--- src/rtl/ersc_pkg.sv ---
package ersc_pkg;
  // Region of the sector that the current byte position falls into
  typedef enum logic [1:0] {
    PART_DATA  = 2'd0,
    PART_CHECK = 2'd1,
    PART_OVER  = 2'd2
  } part_e;
endpackage

--- src/rtl/ersc_zero_count.sv ---
module ersc_zero_count #(
  parameter int W = 8,
  localparam int CW = $clog2(W + 1)
) (
  input  logic [W-1:0]  byte_i,
  output logic [CW-1:0] zeros_o
);
  logic [W-1:0] is_zero;

  genvar g;
  generate
    for (g = 0; g < W; g++) begin : g_bit
      assign is_zero[g] = ~byte_i[g];
    end
  endgenerate

  always_comb begin
    zeros_o = '0;
    for (int i = 0; i < W; i++) begin
      zeros_o = zeros_o + CW'(is_zero[i]);
    end
  end
endmodule

--- src/rtl/ersc_sat_acc.sv ---
module ersc_sat_acc #(
  parameter int INC_W = 4,
  parameter int CAP   = 9,
  localparam int ACC_W = $clog2(CAP + 1),
  localparam int SW    = ((ACC_W > INC_W) ? ACC_W : INC_W) + 1
) (
  input  logic             clk,
  input  logic             rst,
  input  logic             clr,
  input  logic             add_en,
  input  logic [INC_W-1:0] inc,
  output logic [ACC_W-1:0] acc_next,
  output logic [ACC_W-1:0] acc_q
);
  logic [SW-1:0] wide_sum;

  always_comb begin
    wide_sum = SW'(acc_q) + SW'(inc);
    if (!add_en) begin
      acc_next = acc_q;
    end else if (wide_sum >= SW'(CAP)) begin
      acc_next = ACC_W'(CAP);
    end else begin
      acc_next = ACC_W'(wide_sum);
    end
  end

  always_ff @(posedge clk) begin
    if (rst || clr) begin
      acc_q <= '0;
    end else begin
      acc_q <= acc_next;
    end
  end
endmodule

--- src/rtl/ersc_position.sv ---
module ersc_position
  import ersc_pkg::*;
#(
  parameter int DATA_BYTES  = 512,
  parameter int CHECK_BYTES = 13,
  localparam int TOTAL = DATA_BYTES + CHECK_BYTES,
  localparam int PW    = $clog2(TOTAL + 1)
) (
  input  logic  clk,
  input  logic  rst,
  input  logic  step,
  input  logic  done,
  output part_e part_o,
  output logic  at_end_o
);
  logic [PW-1:0] pos_q;

  always_comb begin
    if (pos_q < PW'(DATA_BYTES)) begin
      part_o = PART_DATA;
    end else if (pos_q < PW'(TOTAL)) begin
      part_o = PART_CHECK;
    end else begin
      part_o = PART_OVER;
    end
  end

  assign at_end_o = (pos_q == PW'(TOTAL - 1));

  always_ff @(posedge clk) begin
    if (rst || (step && done)) begin
      pos_q <= '0;
    end else if (step && (pos_q != PW'(TOTAL))) begin
      pos_q <= pos_q + 1'b1;
    end
  end
endmodule

--- src/rtl/erased_sector_scan.sv ---
module erased_sector_scan
  import ersc_pkg::*;
#(
  parameter int DATA_BYTES  = 512,
  parameter int CHECK_BYTES = 13,
  parameter int LIMIT       = 8,
  parameter int BYTE_W      = 8,
  parameter int ERR_W       = 4,
  localparam int CAP   = LIMIT + 1,
  localparam int SUM_W = $clog2(2 * CAP + 1)
) (
  input  logic              clk,
  input  logic              rst,
  input  logic              in_valid,
  input  logic [BYTE_W-1:0] in_data,
  input  logic              in_last,
  input  logic [ERR_W-1:0]  dec_err_cnt,
  output logic              res_valid,
  output logic [SUM_W-1:0]  res_flips,
  output logic              res_erased,
  output logic              res_uncorr,
  output logic              res_fill,
  output logic              res_frame_err
);
  localparam int INC_W = $clog2(BYTE_W + 1);
  localparam int ACC_W = $clog2(CAP + 1);

  logic [INC_W-1:0] zeros;
  logic [ACC_W-1:0] data_next, data_q;
  logic [ACC_W-1:0] chk_next, chk_q;
  logic [SUM_W-1:0] sum_next;
  part_e            part;
  logic             at_end;
  logic             end_evt;
  logic             active;
  logic             qualifies;

  assign end_evt = in_valid && in_last;
  assign active  = (dec_err_cnt > ERR_W'(LIMIT));

  ersc_zero_count #(.W(BYTE_W)) u_zero (
    .byte_i  (in_data),
    .zeros_o (zeros)
  );

  ersc_position #(
    .DATA_BYTES  (DATA_BYTES),
    .CHECK_BYTES (CHECK_BYTES)
  ) u_pos (
    .clk      (clk),
    .rst      (rst),
    .step     (in_valid),
    .done     (in_last),
    .part_o   (part),
    .at_end_o (at_end)
  );

  ersc_sat_acc #(.INC_W(INC_W), .CAP(CAP)) u_data_acc (
    .clk      (clk),
    .rst      (rst),
    .clr      (end_evt),
    .add_en   (in_valid && (part == PART_DATA)),
    .inc      (zeros),
    .acc_next (data_next),
    .acc_q    (data_q)
  );

  ersc_sat_acc #(.INC_W(INC_W), .CAP(CAP)) u_chk_acc (
    .clk      (clk),
    .rst      (rst),
    .clr      (end_evt),
    .add_en   (in_valid && (part == PART_CHECK)),
    .inc      (zeros),
    .acc_next (chk_next),
    .acc_q    (chk_q)
  );

  assign sum_next  = SUM_W'(data_next) + SUM_W'(chk_next);
  assign qualifies = end_evt && active && at_end;

  always_ff @(posedge clk) begin
    if (rst) begin
      res_valid     <= 1'b0;
      res_flips     <= '0;
      res_erased    <= 1'b0;
      res_uncorr    <= 1'b0;
      res_fill      <= 1'b0;
      res_frame_err <= 1'b0;
    end else begin
      res_valid     <= end_evt;
      res_flips     <= (end_evt && active) ? sum_next : '0;
      res_erased    <= qualifies && (sum_next <= SUM_W'(LIMIT));
      res_uncorr    <= qualifies && (sum_next > SUM_W'(LIMIT));
      res_fill      <= qualifies && (sum_next <= SUM_W'(LIMIT)) && (data_next != '0);
      res_frame_err <= end_evt && !at_end;
    end
  end
endmodule

--- config.mk ---
export PLATFORM = sky130hd
export DESIGN_NAME = erased_sector_scan
export DESIGN_NICKNAME = d
export VERILOG_FILES = /design/src/rtl/ersc_pkg.sv /design/src/rtl/ersc_zero_count.sv /design/src/rtl/ersc_sat_acc.sv /design/src/rtl/ersc_position.sv /design/src/rtl/erased_sector_scan.sv
export SDC_FILE = /design/constraint.sdc
export NUM_CORES = 1
export LEC_CHECK = 0
export ABC_AREA = 1
export BUFFER_PORTS_ARGS = -buffer_cell sky130_fd_sc_hd__buf_2
export CORE_MARGIN = 2
export CORE_UTILIZATION = 40
export CTS_CLUSTER_DIAMETER = 200
export CTS_CLUSTER_SIZE = 8
export DETAILED_ROUTE_END_ITERATION = 10
export SYNTH_ARGS = -nofsm -noshare
export SYNTH_HDL_FRONTEND = slang
export SYNTH_SLANG_ARGS = --single-unit
--- constraint.sdc ---
create_clock -name clk -period 9.33 [get_ports clk]
set_input_delay 0.933 -clock clk [delete_from_list [all_inputs] [get_ports clk]]
set_output_delay 0.933 -clock clk [all_outputs]
set_load 0.01 [all_outputs]
Yosys cells after proc, flatten, opt, wreduce, memory -nomap -nowiden
Cells that the tools add are included.
W data, S select, Z words.
{"block": "classes", "n_reduce_logical": 15, "n_addsub": 11, "n_lt_le_gt_ge": 7, "eq_ne": 3, "muxes": 6, "n_bitwise": 9}
{"operator": "$add A4 B1 Y4", "count": 6}
{"operator": "$lt A10 B10 Y1 const B", "count": 2}
{"operator": "$mux W4", "count": 4}
{"operator": "$add A4 B4 Y5", "count": 3}
{"operator": "$add A10 B1 Y10 const B", "count": 1}
{"operator": "$eq A10 B10 Y1 const B", "count": 1}
{"operator": "$ge A5 B4 Y1 const B", "count": 2}
{"operator": "$logic_and A1 B1 Y1", "count": 10}
{"operator": "$ne A10 B10 Y1 const B", "count": 1}
{"operator": "$not A1 Y1", "count": 9}
{"operator": "$gt A5 B4 Y1 const B", "count": 1}
{"operator": "$le A5 B4 Y1 const B", "count": 1}
{"operator": "$gt A4 B4 Y1 const B", "count": 1}
{"operator": "$mux W2", "count": 2}
{"operator": "$reduce_bool A4 Y1", "count": 1}
{"operator": "$add A1 B1 Y2", "count": 1}
{"operator": "$eq A2 B1 Y1 const B", "count": 1}
{"operator": "$logic_not A2 Y1", "count": 1}
{"operator": "$reduce_or A2 Y1", "count": 1}
{"operator": "$logic_not A1 Y1", "count": 1}
{"operator": "$logic_or A1 B1 Y1", "count": 1}
{"block": "totals", "wordCells": 60, "output_inout_bits": 10, "inputBits": 16, "ff_bits": 28}

Logic depth before layout (Yosys ltp)
Gate-level depths: netlist (run 1).
{"block": "depth", "depth_word": 16, "ltp_mapped": 24, "mapped_depth_nobuf": 24}

By module
From an unflattened synthesis (run 1), not the netlist that was laid out.
{"block": "unflattened", "cells_unflattened": 293, "hier_area_um2": 2113.3}
{"mod": "ersc_position", "area_per_inst_um2": 714.4, "seq_area_each_um2": 200.2, "instances": 1, "cells_per_inst": 109}
{"mod": "erased_sector_scan", "area_per_inst_um2": 494.2, "seq_area_each_um2": 200.2, "instances": 1, "cells_per_inst": 56}
{"mod": "ersc_sat_acc at u_chk_acc", "area_per_inst_um2": 367.9, "seq_area_each_um2": 80.1, "instances": 1, "cells_per_inst": 53}
{"mod": "ersc_sat_acc at u_data_acc", "area_per_inst_um2": 346.6, "seq_area_each_um2": 80.1, "instances": 1, "cells_per_inst": 49}
{"mod": "ersc_zero_count", "area_per_inst_um2": 190.2, "seq_area_each_um2": 0.0, "instances": 1, "cells_per_inst": 26}

Worst setup path before layout (run 1)
Ideal clock, no wire load.
{"block": "synth_path", "path_kind": "in2reg", "start": "input in_data[0]", "end": "register res_fill", "setup_slack_ns": 3.987, "required_time_ns": 9.266, "cell_stages": 22, "setup_ns": 0.064, "path_buffers": 0, "arrival_ns": 5.278, "path_cell_list": "inv_1 -> ha_1 -> fa_1 -> fa_1 -> fa_1 -> inv_1 -> fa_1 -> fa_1 -> or2_2 -> nand3_1 -> nand3_1 -> nand3_1 -> nand2_1 -> inv_1 -> ha_1 -> inv_1 -> fa_1 -> xor2_1 -> nand3_1 -> nand2_1 -> nand3_1 -> nor2_1"}
{"block": "synth_between", "elab_chain_len": 16, "elab_cells_between_ends": 21, "cone_classes": "add/sub (10); order compare (3); mux (4); bitwise (1); reduce/logical (3)"}
{"item": "start: declaration", "line": "erased_sector_scan.sv:15", "source": "input logic [BYTE_W-1:0] in_data,"}
{"item": "$not A1 Y1 *", "line": "ersc_zero_count.sv:13", "source": "assign is_zero[g] = ~byte_i[g];"}
{"item": "$add A1 B1 Y2 *", "line": "ersc_zero_count.sv:20", "source": "zeros_o = zeros_o + CW'(is_zero[i]);"}
{"item": "$add A4 B1 Y4 * (6 in series)", "line": "ersc_zero_count.sv:20"}
{"item": "$add A4 B4 Y5 *", "line": "ersc_sat_acc.sv:18", "source": "wide_sum = SW'(acc_q) + SW'(inc);"}
{"item": "$ge A5 B4 Y1", "line": "ersc_sat_acc.sv:21", "source": "end else if (wide_sum >= SW'(CAP)) begin"}
{"item": "$mux W4 *", "line": "ersc_sat_acc.sv:21"}
{"item": "$mux W4 *", "line": "ersc_sat_acc.sv:19", "source": "if (!add_en) begin"}
{"item": "net data_next[0]", "line": "erased_sector_scan.sv:29", "source": "logic [ACC_W-1:0] data_next, data_q;"}
{"item": "$add A4 B4 Y5", "line": "erased_sector_scan.sv:78", "source": "assign sum_next = SUM_W'(data_next) + SUM_W'(chk_next);"}
{"item": "$le A5 B4 Y1", "line": "erased_sector_scan.sv:94", "source": "res_fill <= qualifies && (sum_next <= SUM_W'(LIMIT)) && (data_next != '0);"}
{"item": "$logic_and A1 B1 Y1", "line": "erased_sector_scan.sv:94"}
{"item": "$logic_and A1 B1 Y1 *", "line": "erased_sector_scan.sv:94"}
{"item": "end signal: assignment", "line": "erased_sector_scan.sv:94"}
{"item": "end: declaration", "line": "erased_sector_scan.sv:22", "source": "output logic res_fill,"}
Mark *: on every way through the listed nets, which the timed path passes. The rest lies on a longest branch.
A chain may end at the register's enable or synchronous reset.

Final worst setup path (run 1)
Ends and elaborated chain as after synthesis.

==> impl_results.md, run 1 <==
- Largest family of logic cells by synthesized area: simple AND/OR/NAND/NOR gates
- Top post-synthesis cells by count: sky130_fd_sc_hd__nand2_1, sky130_fd_sc_hd__inv_1, sky130_fd_sc_hd__nor2_1
- Sink Count: 28
- Number of non-filler instances in the completed layout: approximately 340
- Reported leakage power: 1.03 nW
- Vias in the first global route: about 1.4k
- Share of flip-flops with an asynchronous set or reset: 0
- Initial DRC count: 50
- Number of ports placed on the die boundary: 26
- Die boundary height: 72.7 um
- Final weighted congestion of routability-driven global placement: 0.829
- Starting density of the core: 0.425
- Placeable core region: 0.00444 mm2
- Delay of the slowest critical-path stage: 0.54 ns
- Category of the worst setup path capture point: flip-flop
- Family with the most delay on the worst path: adder cells
- Main flop type after synthesis: sky130_fd_sc_hd__dfxtp_1
- Clock Tree Buf Depth: 2
- Unrepaired setup endpoints after global routing: no
- Number of standard cells after synthesis: about 260
- Mapped Nets: roughly 300
- Yosys Warn Count: 0
- Most frequently used cell type in the post-synthesis netlist: sky130_fd_sc_hd__nand2_1
- Accumulated negative setup slack: 0 ns
- Synth Register Bits: 28
- Global-route wire length before repair: 5.85 mm
- Post-synthesis cell type count: 25
- Cell at the root of the clock tree: sky130_fd_sc_hd__clkbuf_8
- Routed wire length: roughly 3.5 mm
- Synth Area in XOR/XNOR: 0.0418
- Post-Synthesis Cell Area: 0.00189 mm2
- FF-to-FF End: res_fill
- Post-synthesis share of cell area spent on full adders, half adders and majority gates: 0.194
- Peak ir drop on the vdd network: 0.0794 mV
- Maximum achievable frequency: approximately 190 MHz
- Share of the core filled with cells: 0.476
- Clock latency of the later-clocked register in the worst-skew pair: 0.27 ns
- Antenna violations before repair: 0
- Share of post-route cells with drive strength above 1: 0.158
- Min-Delay Path Class: reg2reg
- Dominant cells by area after synthesis: sky130_fd_sc_hd__dfxtp_1, sky130_fd_sc_hd__ha_1, sky130_fd_sc_hd__nand2_1
- Count of maximum capacitance violations: 0
- Status: finished, final reports clean
- Biggest fanout along the worst timing path: 3
- Detailed-route vias per instance: 4.66
- Normalized max-slew margin: 0.720
- Number of H-tree branching levels: 1
- Sequential cell area fraction in the yosys report: 0.297
- Count of vias placed by the detailed router: 1,598
- Tot GR Track Use: 0.138
- Clock transition at path regs: about 0.090 ns
- Min cycle time layout: 5.36 ns
- Data required, critical path: 9.55 ns
- Remaining antenna violation count after routing: 0
- Worst Path Buf+Inv: 5
- Remaining design rule violation count: 0
- Area growth from synthesis to layout: 12.1%
- Mean instance size in the synthesized netlist: between 7 and 8 um2
- Final setup violating endpoints: 0
- Worst Path Arrival: between 5 and 6 ns
- Clock tree from TritonCTS: done
- Routed WL per cell: 10.1 um
- Cell total after placement: 339
- Final Worst Setup Slack: 3.97 ns
- Hold path depth: 2
- Slew @ Worst Pin: 0.419 ns
- Filler cells: 456
- Reg2Reg Depth: 17
- Number of iterations in the first detailed-routing pass: 4
- Dpl hpwl: 2.86 mm
- Startpoint type of the worst setup path: input pin
- Post-synthesis compound-gate area fraction: 0.0663
- Sink of the worst hold path: u_pos.pos_q[9]
- Maximum number of pins on one net before global-route repair: 16
- Reg-to-reg critical path startpoint: u_data_acc.acc_q[0]
- Hold-fix buffer count after cts: 0
- Most frequent cell on the critical path: sky130_fd_sc_hd__fa_1
- Die X: 72.7 um
- Multi-input combinational cell area: 0.00112 mm2
- Sequence of cells on the critical path: buf_2, inv_1, ha_1, fa_1, fa_1, fa_1, inv_1, fa_1, fa_1, or2_2, nand3_1, nand3_1, nand3_1, nand2_1, inv_1, ha_1, inv_1, fa_1, xor2_1, nand3_1, nand2_1, nand3_1, nor2_1
- Die Footprint: approximately 0.0053 mm2
- Number of flops mapped to enable cells by yosys: 0
- Number of buffers inserted to repair setup after CTS: 0
- Cell type with the highest aggregate area in the netlist: sky130_fd_sc_hd__dfxtp_1
- Simple-gate share of the synthesized area: 0.293
- Fin. Hold Viols: 0
- Overflow after GRT: 0
- Number of nets in the finished design: 333
- Worst Min Path Start: u_pos.pos_q[9]
- Number of I/O port buffers: 25
- Post-synth top area share: 0.297
- Flop-to-flop setup slack: 6.49 ns
- Crit Path Category: in2reg
- Period utilisation layout: 0.575
- Reg area: 561 um2
- Antenna diode count: 0
- Count of final max-slew check failures: 0
- Slowest cell on the critical path: sky130_fd_sc_hd__fa_1
- Multiplexer fraction of the synthesized cell area: 0
- Resize count post-CTS: 0
- Number of standard-cell rows in the floorplan: 24
- Layout Skew: 0.00379 ns
- Dpl ws: 3.66 ns
- Power density relative to cell area: about 150 mW/mm2
- Number of buffers inserted during clock tree synthesis: 3
-- power breakdown --
part | leakage [nW] | switching (mW) | internal, mW
sequential | 0.227 | 0.00291 | 0.124
combinational | 0.771 | 0.0662 | 0.0429
clock | 0.0288 | 0.0367 | 0.0378
total | 1.03 | 0.106 | 0.204
-- worst max-delay path by stage --
stage,startpoint,to,cells after the start
floorplan,in_data[0],res_fill,22
global placement,in_data[0],res_fill,23
detailed placement,in_data[0],res_fill,23
CTS,in_data[0],res_fill,23
global route,in_data[0],res_fill,23
finish,in_data[0],res_fill,23
-- layout make-up --
| class | count | share of cell area |
|---|---|---|
| well taps | 52 | 0.0308 |
| multi-input cells | 184 | 0.530 |
| inverters | 50 | 0.0887 |
| repair buffers | 25 | 0.0591 |
| clock buffers | 4 | 0.0260 |
| flip-flops and latches | 28 | 0.265 |
-- cell families (layout without fill, tap and decap cells) --
group                    after synthesis  count (layout)
XOR/XNOR                               9               9
buffers and inverters                 52              79
flip-flops                            28              28
AND/OR/NAND/NOR                      127             127
AO/OA/AOI/OAI                         23              23
adder cells (fa/ha/maj)               25              25
-- flip-flops by register name, indices dropped and copies added, names as in the netlist, 4 cells and up --
signal            cells
u_data_acc.acc_q      4
res_flips             5
u_pos.pos_q          10
u_chk_acc.acc_q       4
-- worst min-delay path, delay by kind of cell, from the launching register on --
family,cells,cell delay (ns)
DFF,1,0.32
AOI/OAI and AO/OA,1,0.05
and+or+nand+nor,1,0.06
-- per-stage QoR --
| stage | hold slack, ns | cell area (um2) | power (mW) |
|---|---|---|---|
| finish | 0.471 | 2120 | 0.310 |
| global placement | 0.453 | 2060 | 0.240 |
| detailed placement | 0.458 | 2060 | 0.240 |
| floorplan | 0.443 | 1890 | 0.216 |
| global route | 0.513 | 2120 | 0.338 |
| CTS | 0.473 | 2120 | 0.316 |
-- per-layer routing --
metal  up-vias  GRT usage  wire (um)
met2        10      0.230       1700
met3         4     0.0290         67
li1        875          -          -
met1       709      0.182       1670
met5         -          0          0
met4         0     0.0309         28
-- cell usage in the layout, fill, tap and decap left out --
cell type	count
sky130_fd_sc_hd__nand2_1	56
sky130_fd_sc_hd__inv_1	46
sky130_fd_sc_hd__nor2_1	30
sky130_fd_sc_hd__dfxtp_1	28
sky130_fd_sc_hd__buf_2	25
sky130_fd_sc_hd__ha_1	18
sky130_fd_sc_hd__nand3_1	17
sky130_fd_sc_hd__a21oi_1	14
sky130_fd_sc_hd__nor3_1	8
sky130_fd_sc_hd__fa_1	7
sky130_fd_sc_hd__nor2_2	6
sky130_fd_sc_hd__xor2_1	6
sky130_fd_sc_hd__o21ai_0	5
sky130_fd_sc_hd__inv_2	4
sky130_fd_sc_hd__clkbuf_8	4
sky130_fd_sc_hd__xnor2_1	3
sky130_fd_sc_hd__or2_2	3
sky130_fd_sc_hd__nand4_1	2
sky130_fd_sc_hd__nand2_2	2
sky130_fd_sc_hd__o21ai_1	2
sky130_fd_sc_hd__nand3_2	1
sky130_fd_sc_hd__nand3b_1	1
sky130_fd_sc_hd__a211oi_2	1
sky130_fd_sc_hd__or2_0	1
sky130_fd_sc_hd__a21boi_0	1
Power figures use the tool's default switching activity.
==> run 2, diff against run 1 <==
--- a/config.mk
+++ b/config.mk
@@ -5,7 +5,7 @@
 export SDC_FILE = /design/constraint.sdc
 export NUM_CORES = 1
 export LEC_CHECK = 0
-export ABC_AREA = 1
+export ABC_AREA = 0
 export BUFFER_PORTS_ARGS = -buffer_cell sky130_fd_sc_hd__buf_2
 export CORE_MARGIN = 2
 export CORE_UTILIZATION = 40
==> constraint.sdc (replaced) <==
create_clock -name clk -period 5.5 [get_ports clk]
set_input_delay 0.55 -clock clk [delete_from_list [all_inputs] [get_ports clk]]
set_output_delay 0.55 -clock clk [all_outputs]
set_load 0.01 [all_outputs]
==> impl_results.md, run 2 <==
- Data required, critical path: 5.67 ns (-3.88 ns)
- Yosys Warn Count: 0 (unchanged)
- Biggest fanout along the worst timing path: 4 (+1)
- Clock transition at path regs: 0.10 ns (about the same)
- Stages on the worst setup path: 22 (-4.3%)
- Antenna diode count: 0 (unchanged)
- Detailed-route vias per instance: 4.91 (+5.5%)
- Multiplexer fraction of the synthesized cell area: 0 (unchanged)
- Slew @ Worst Pin: 0.602 ns (+0.183 ns)
- Antenna violations before repair: 0 (unchanged)
- Main flop type after synthesis: sky130_fd_sc_hd__dfxtp_1
- Dominant cells by area after synthesis: sky130_fd_sc_hd__dfxtp_1, sky130_fd_sc_hd__ha_1, sky130_fd_sc_hd__fa_1
- Post-synth top area share: 0.314 (+0.0164)
- Area growth from synthesis to layout: 23.2%
- Hold path depth: 2 (unchanged)
- Number of non-filler instances in the completed layout: 299 (-13%)
- Tot GR Track Use: 0.142 (+0.00404)
- Clock power share: 0.213 (-0.027)
- Normalized max-slew margin: 0.598 (-0.122)
- Number of ports placed on the die boundary: 26 (unchanged)
- Sink of the worst hold path: res_valid
- Reported leakage power: 1.09 nW (+6.5%)
- Remaining antenna violation count after routing: 0 (unchanged)
- Top post-synthesis cells by count: sky130_fd_sc_hd__dfxtp_1, sky130_fd_sc_hd__inv_1, sky130_fd_sc_hd__nor2_1
- Most used cells in the layout excluding fill and tap cells: sky130_fd_sc_hd__inv_1, sky130_fd_sc_hd__dfxtp_1, sky130_fd_sc_hd__nor2_1, sky130_fd_sc_hd__buf_2, sky130_fd_sc_hd__buf_4
- Starting density of the core: 0.413 (-0.0111)
- Unrepaired setup endpoints after global routing: no
- Synth Register Bits: 28 (unchanged)
- Maximum achievable frequency: approximately 190 MHz
- Global-route wire length before repair: 5.75 mm (-1.8%)
- Power consumption: 0.606 mW (+95%)
- Cell type with the highest aggregate area in the netlist: sky130_fd_sc_hd__dfxtp_1
- Clock Tree Buf Depth: 2 (unchanged)
- Number of nets in the finished design: 289 (-13%)
- Final setup violating endpoints: 0 (unchanged)
- Power density relative to cell area: 275 mW/mm2 (+88%)
- Mean instance size in the synthesized netlist: 8.98 um2 (+26%)
- Largest family of logic cells by synthesized area: adder cells
- FF-to-FF End: res_fill
- Min-Delay Path Class: in2reg
- Post-synthesis share of cell area spent on full adders, half adders and majority gates: 0.204 (+0.0107)
- Peak ir drop on the vdd network: 0.105 mV (+32%)
- Period utilisation layout: 0.946
- Dpl ws: -0.171 ns (-3.83 ns)
- Family with the most delay on the worst path: adder cells
- Clock tree from TritonCTS: done
- Dpl hpwl: 2.70 mm (-5.4%)
- Count of maximum capacitance violations: 0 (unchanged)
- Share of flip-flops with an asynchronous set or reset: 0 (unchanged)
- Timing startpoint of the critical path: in_data[0]
- Worst Path Arrival: 5.37 ns (-0.21 ns)
- Placeable core region: 0.00432 mm2 (-2.7%)
- Cell total after placement: 294 (-13%)
- Die Footprint: 0.00502 mm2 (-5.0%)
- Largest registers: u_pos.pos_q: 10 flops, res_flips: 5 flops
- Number of iterations in the first detailed-routing pass: 4 (unchanged)
- Post-synthesis cell type count: 43 (+72%)
- Initial DRC count: 54 (+8.0%)
- Routed WL per cell: 11.1 um (+9.7%)
- Maximum number of pins on one net before global-route repair: 16 (unchanged)
- Number of buffers inserted during clock tree synthesis: 3 (unchanged)
- Flip-flop count of the largest register after layout: 10 (unchanged)
- Layout Skew: 0.0138 ns (+0.0100 ns)
- Min cycle time layout: 5.20 ns
- Most frequent cell on the critical path: sky130_fd_sc_hd__inv_1
- Clock latency of the later-clocked register in the worst-skew pair: 0.28 ns (about the same)
- Sequence of cells on the critical path: buf_2, inv_1, ha_1, fa_1, fa_1, fa_2, inv_1, fa_1, buf_4, inv_1, ha_1, a21o_1, a21oi_2, xor2_1, o21ai_1, o22a_2, ha_1, inv_1, fa_2, and3b_1, o211ai_1, a41oi_1
- Overflow after GRT: 0 (unchanged)
- Sequential cell area fraction in the yosys report: 0.314 (+0.0164)
- Mapped Nets: 240 (-21%)
- Register with the most flip-flops: u_pos.pos_q
- Remaining design rule violation count: 0 (unchanged)
- Routed wire length: 3.31 mm (-4.4%)
- Flop-to-flop setup slack: 2.30 ns (-4.19 ns)
- Post-Synthesis Cell Area: 0.00179 mm2 (-5.2%)
- Number of I/O port buffers: 25 (unchanged)
- Crit Path Category: in2reg
- Accumulated negative setup slack: 0 ns (unchanged)
- Die boundary height: 70.9 um (-2.5%)
- Number of flops mapped to enable cells by yosys: 0 (unchanged)
- Vias in the first global route: 1,332 (-5.9%)
- Startpoint type of the worst setup path: input pin
- Number of standard-cell rows in the floorplan: 24 (unchanged)
- Fin. Hold Viols: 0 (unchanged)
- Net Sw Frac: 0.319 (-0.0217)
- Final weighted congestion of routability-driven global placement: 0.808 (-2.4%)
- Synth Area in XOR/XNOR: 0.0735 (+0.0317)
- Delay of the slowest critical-path stage: 0.51 ns (-0.03 ns)
- Slowest cell on the critical path: sky130_fd_sc_hd__fa_1
- Worst Min Path Start: rst
- Switching power of the nets: 0.194 mW (+83%)
- Count of final max-slew check failures: 0 (unchanged)
- Share of the core filled with cells: 0.509 (+0.0332)
- Combinational share of power: 0.431 (+0.079)
- Status: finished, final reports clean
- Reg2Reg Depth: 15 (-2)
- Cell at the root of the clock tree: sky130_fd_sc_hd__clkbuf_8
- Die X: 70.9 um (-2.5%)
- Final Worst Setup Slack: 0.299 ns (-3.67 ns)
- Post-synthesis compound-gate area fraction: 0.157 (+0.0911)
- Sink Count: 28 (unchanged)
- Number of standard cells after synthesis: 199 (-25%)
- Category of the worst setup path capture point: flip-flop
- Number of H-tree branching levels: 1 (unchanged)
- Count of vias placed by the detailed router: 1,469 (-8.1%)
- Worst Path Buf+Inv: 6 (+1)
- Internal Pwr Total: 0.413 mW (+100%)
- Reg-to-reg critical path startpoint: u_data_acc.acc_q[0]
- Simple-gate share of the synthesized area: 0.188 (-0.106)
- Portion of total power attributed to sequential cells: 0.356 (-0.052)
- Filler cells: 433 (-5.0%)
- Share of post-route cells with drive strength above 1: 0.255 (+0.0970)
- Hold-fix buffer count after cts: 0 (unchanged)
run 2: cell count changes in the layout (fill, tap and decap cells not counted), moves of 6 or more:
cell | previous run | this run
sky130_fd_sc_hd__nand3_1 | 17 | 2
sky130_fd_sc_hd__nand2_1 | 56 | 8
sky130_fd_sc_hd__buf_4 | 0 | 21
sky130_fd_sc_hd__nor2_2 | 6 | 0
sky130_fd_sc_hd__inv_1 | 46 | 28
sky130_fd_sc_hd__a21oi_1 | 14 | 7
run 2: logic make-up (layout without fill, tap and decap cells):
family / after synthesis / after routing
AO/OA/AOI/OAI: 38 / 38
buffers and inverters: 30 / 78
flip-flops: 28 / 28
XOR/XNOR: 15 / 15
AND/OR/NAND/NOR: 63 / 63
adder cells (fa/ha/maj): 25 / 25
run 2: stage by stage:
stage,hold WS [ns],instance area (um2)
floorplan,0.472,1790
global placement,0.514,2120
detailed placement,0.523,2120
CTS,0.508,2170
global route,0.529,2200
finish,0.508,2200
run 2: layer usage:
metal | routed length (um) | vias to the layer above | GRT usage
met1 | 1720 | 654 | 0.195
met3 | 124 | 5 | 0.0228
li1 | - | 778 | -
met4 | 60 | 0 | 0.0566
met5 | 0 | - | 0
met2 | 1410 | 32 | 0.222
run 2: cell type report:
cell class	instances	area [um2]	share of cell area
Multi-Input combinational cell	141	1130	0.515
Sequential cell	28	561	0.255
Timing Repair Buffer	46	283	0.128
Inverter	28	105	0.0477
Tap cell	52	65.1	0.0295
Clock buffer	4	55.1	0.0250
run 2: repair_timing:
item	4_1_cts	5_1_grt
setup endpoints to repair	0	4
gates resized for setup	0	7
setup buffers	0	1
endpoints found under the hold margin	0	0
run 2: worst reg2reg max path, delay by kind of cell (launching register included):
kind            cells  cell delay, ns
buf+inv             3            0.18
fa+ha+maj           4            1.16
flops               1            0.34
compound gates      6            1.06
simple gates        1            0.18
xor+xnor            1            0.16
run 2: worst max path at each step:
stage / end / slack (ns)
6_report: res_fill / 0.30
5_1_grt: res_fill / 0.03
4_1_cts: res_fill / 0.13
3_5_place_dp: res_fill / -0.17
3_3_place_gp: res_fill / -0.12
2_1_floorplan: res_fill / 0.09
run 2: power by group through the flow:
stage | combinational [mW] | clock [mW] | sequential [mW]
global placement | 0.256 | 0 | 0.220
detailed placement | 0.257 | 0 | 0.220
floorplan | 0.153 | 0 | 0.219
finish | 0.261 | 0.129 | 0.216
global route | 0.298 | 0.140 | 0.217
CTS | 0.258 | 0.134 | 0.216
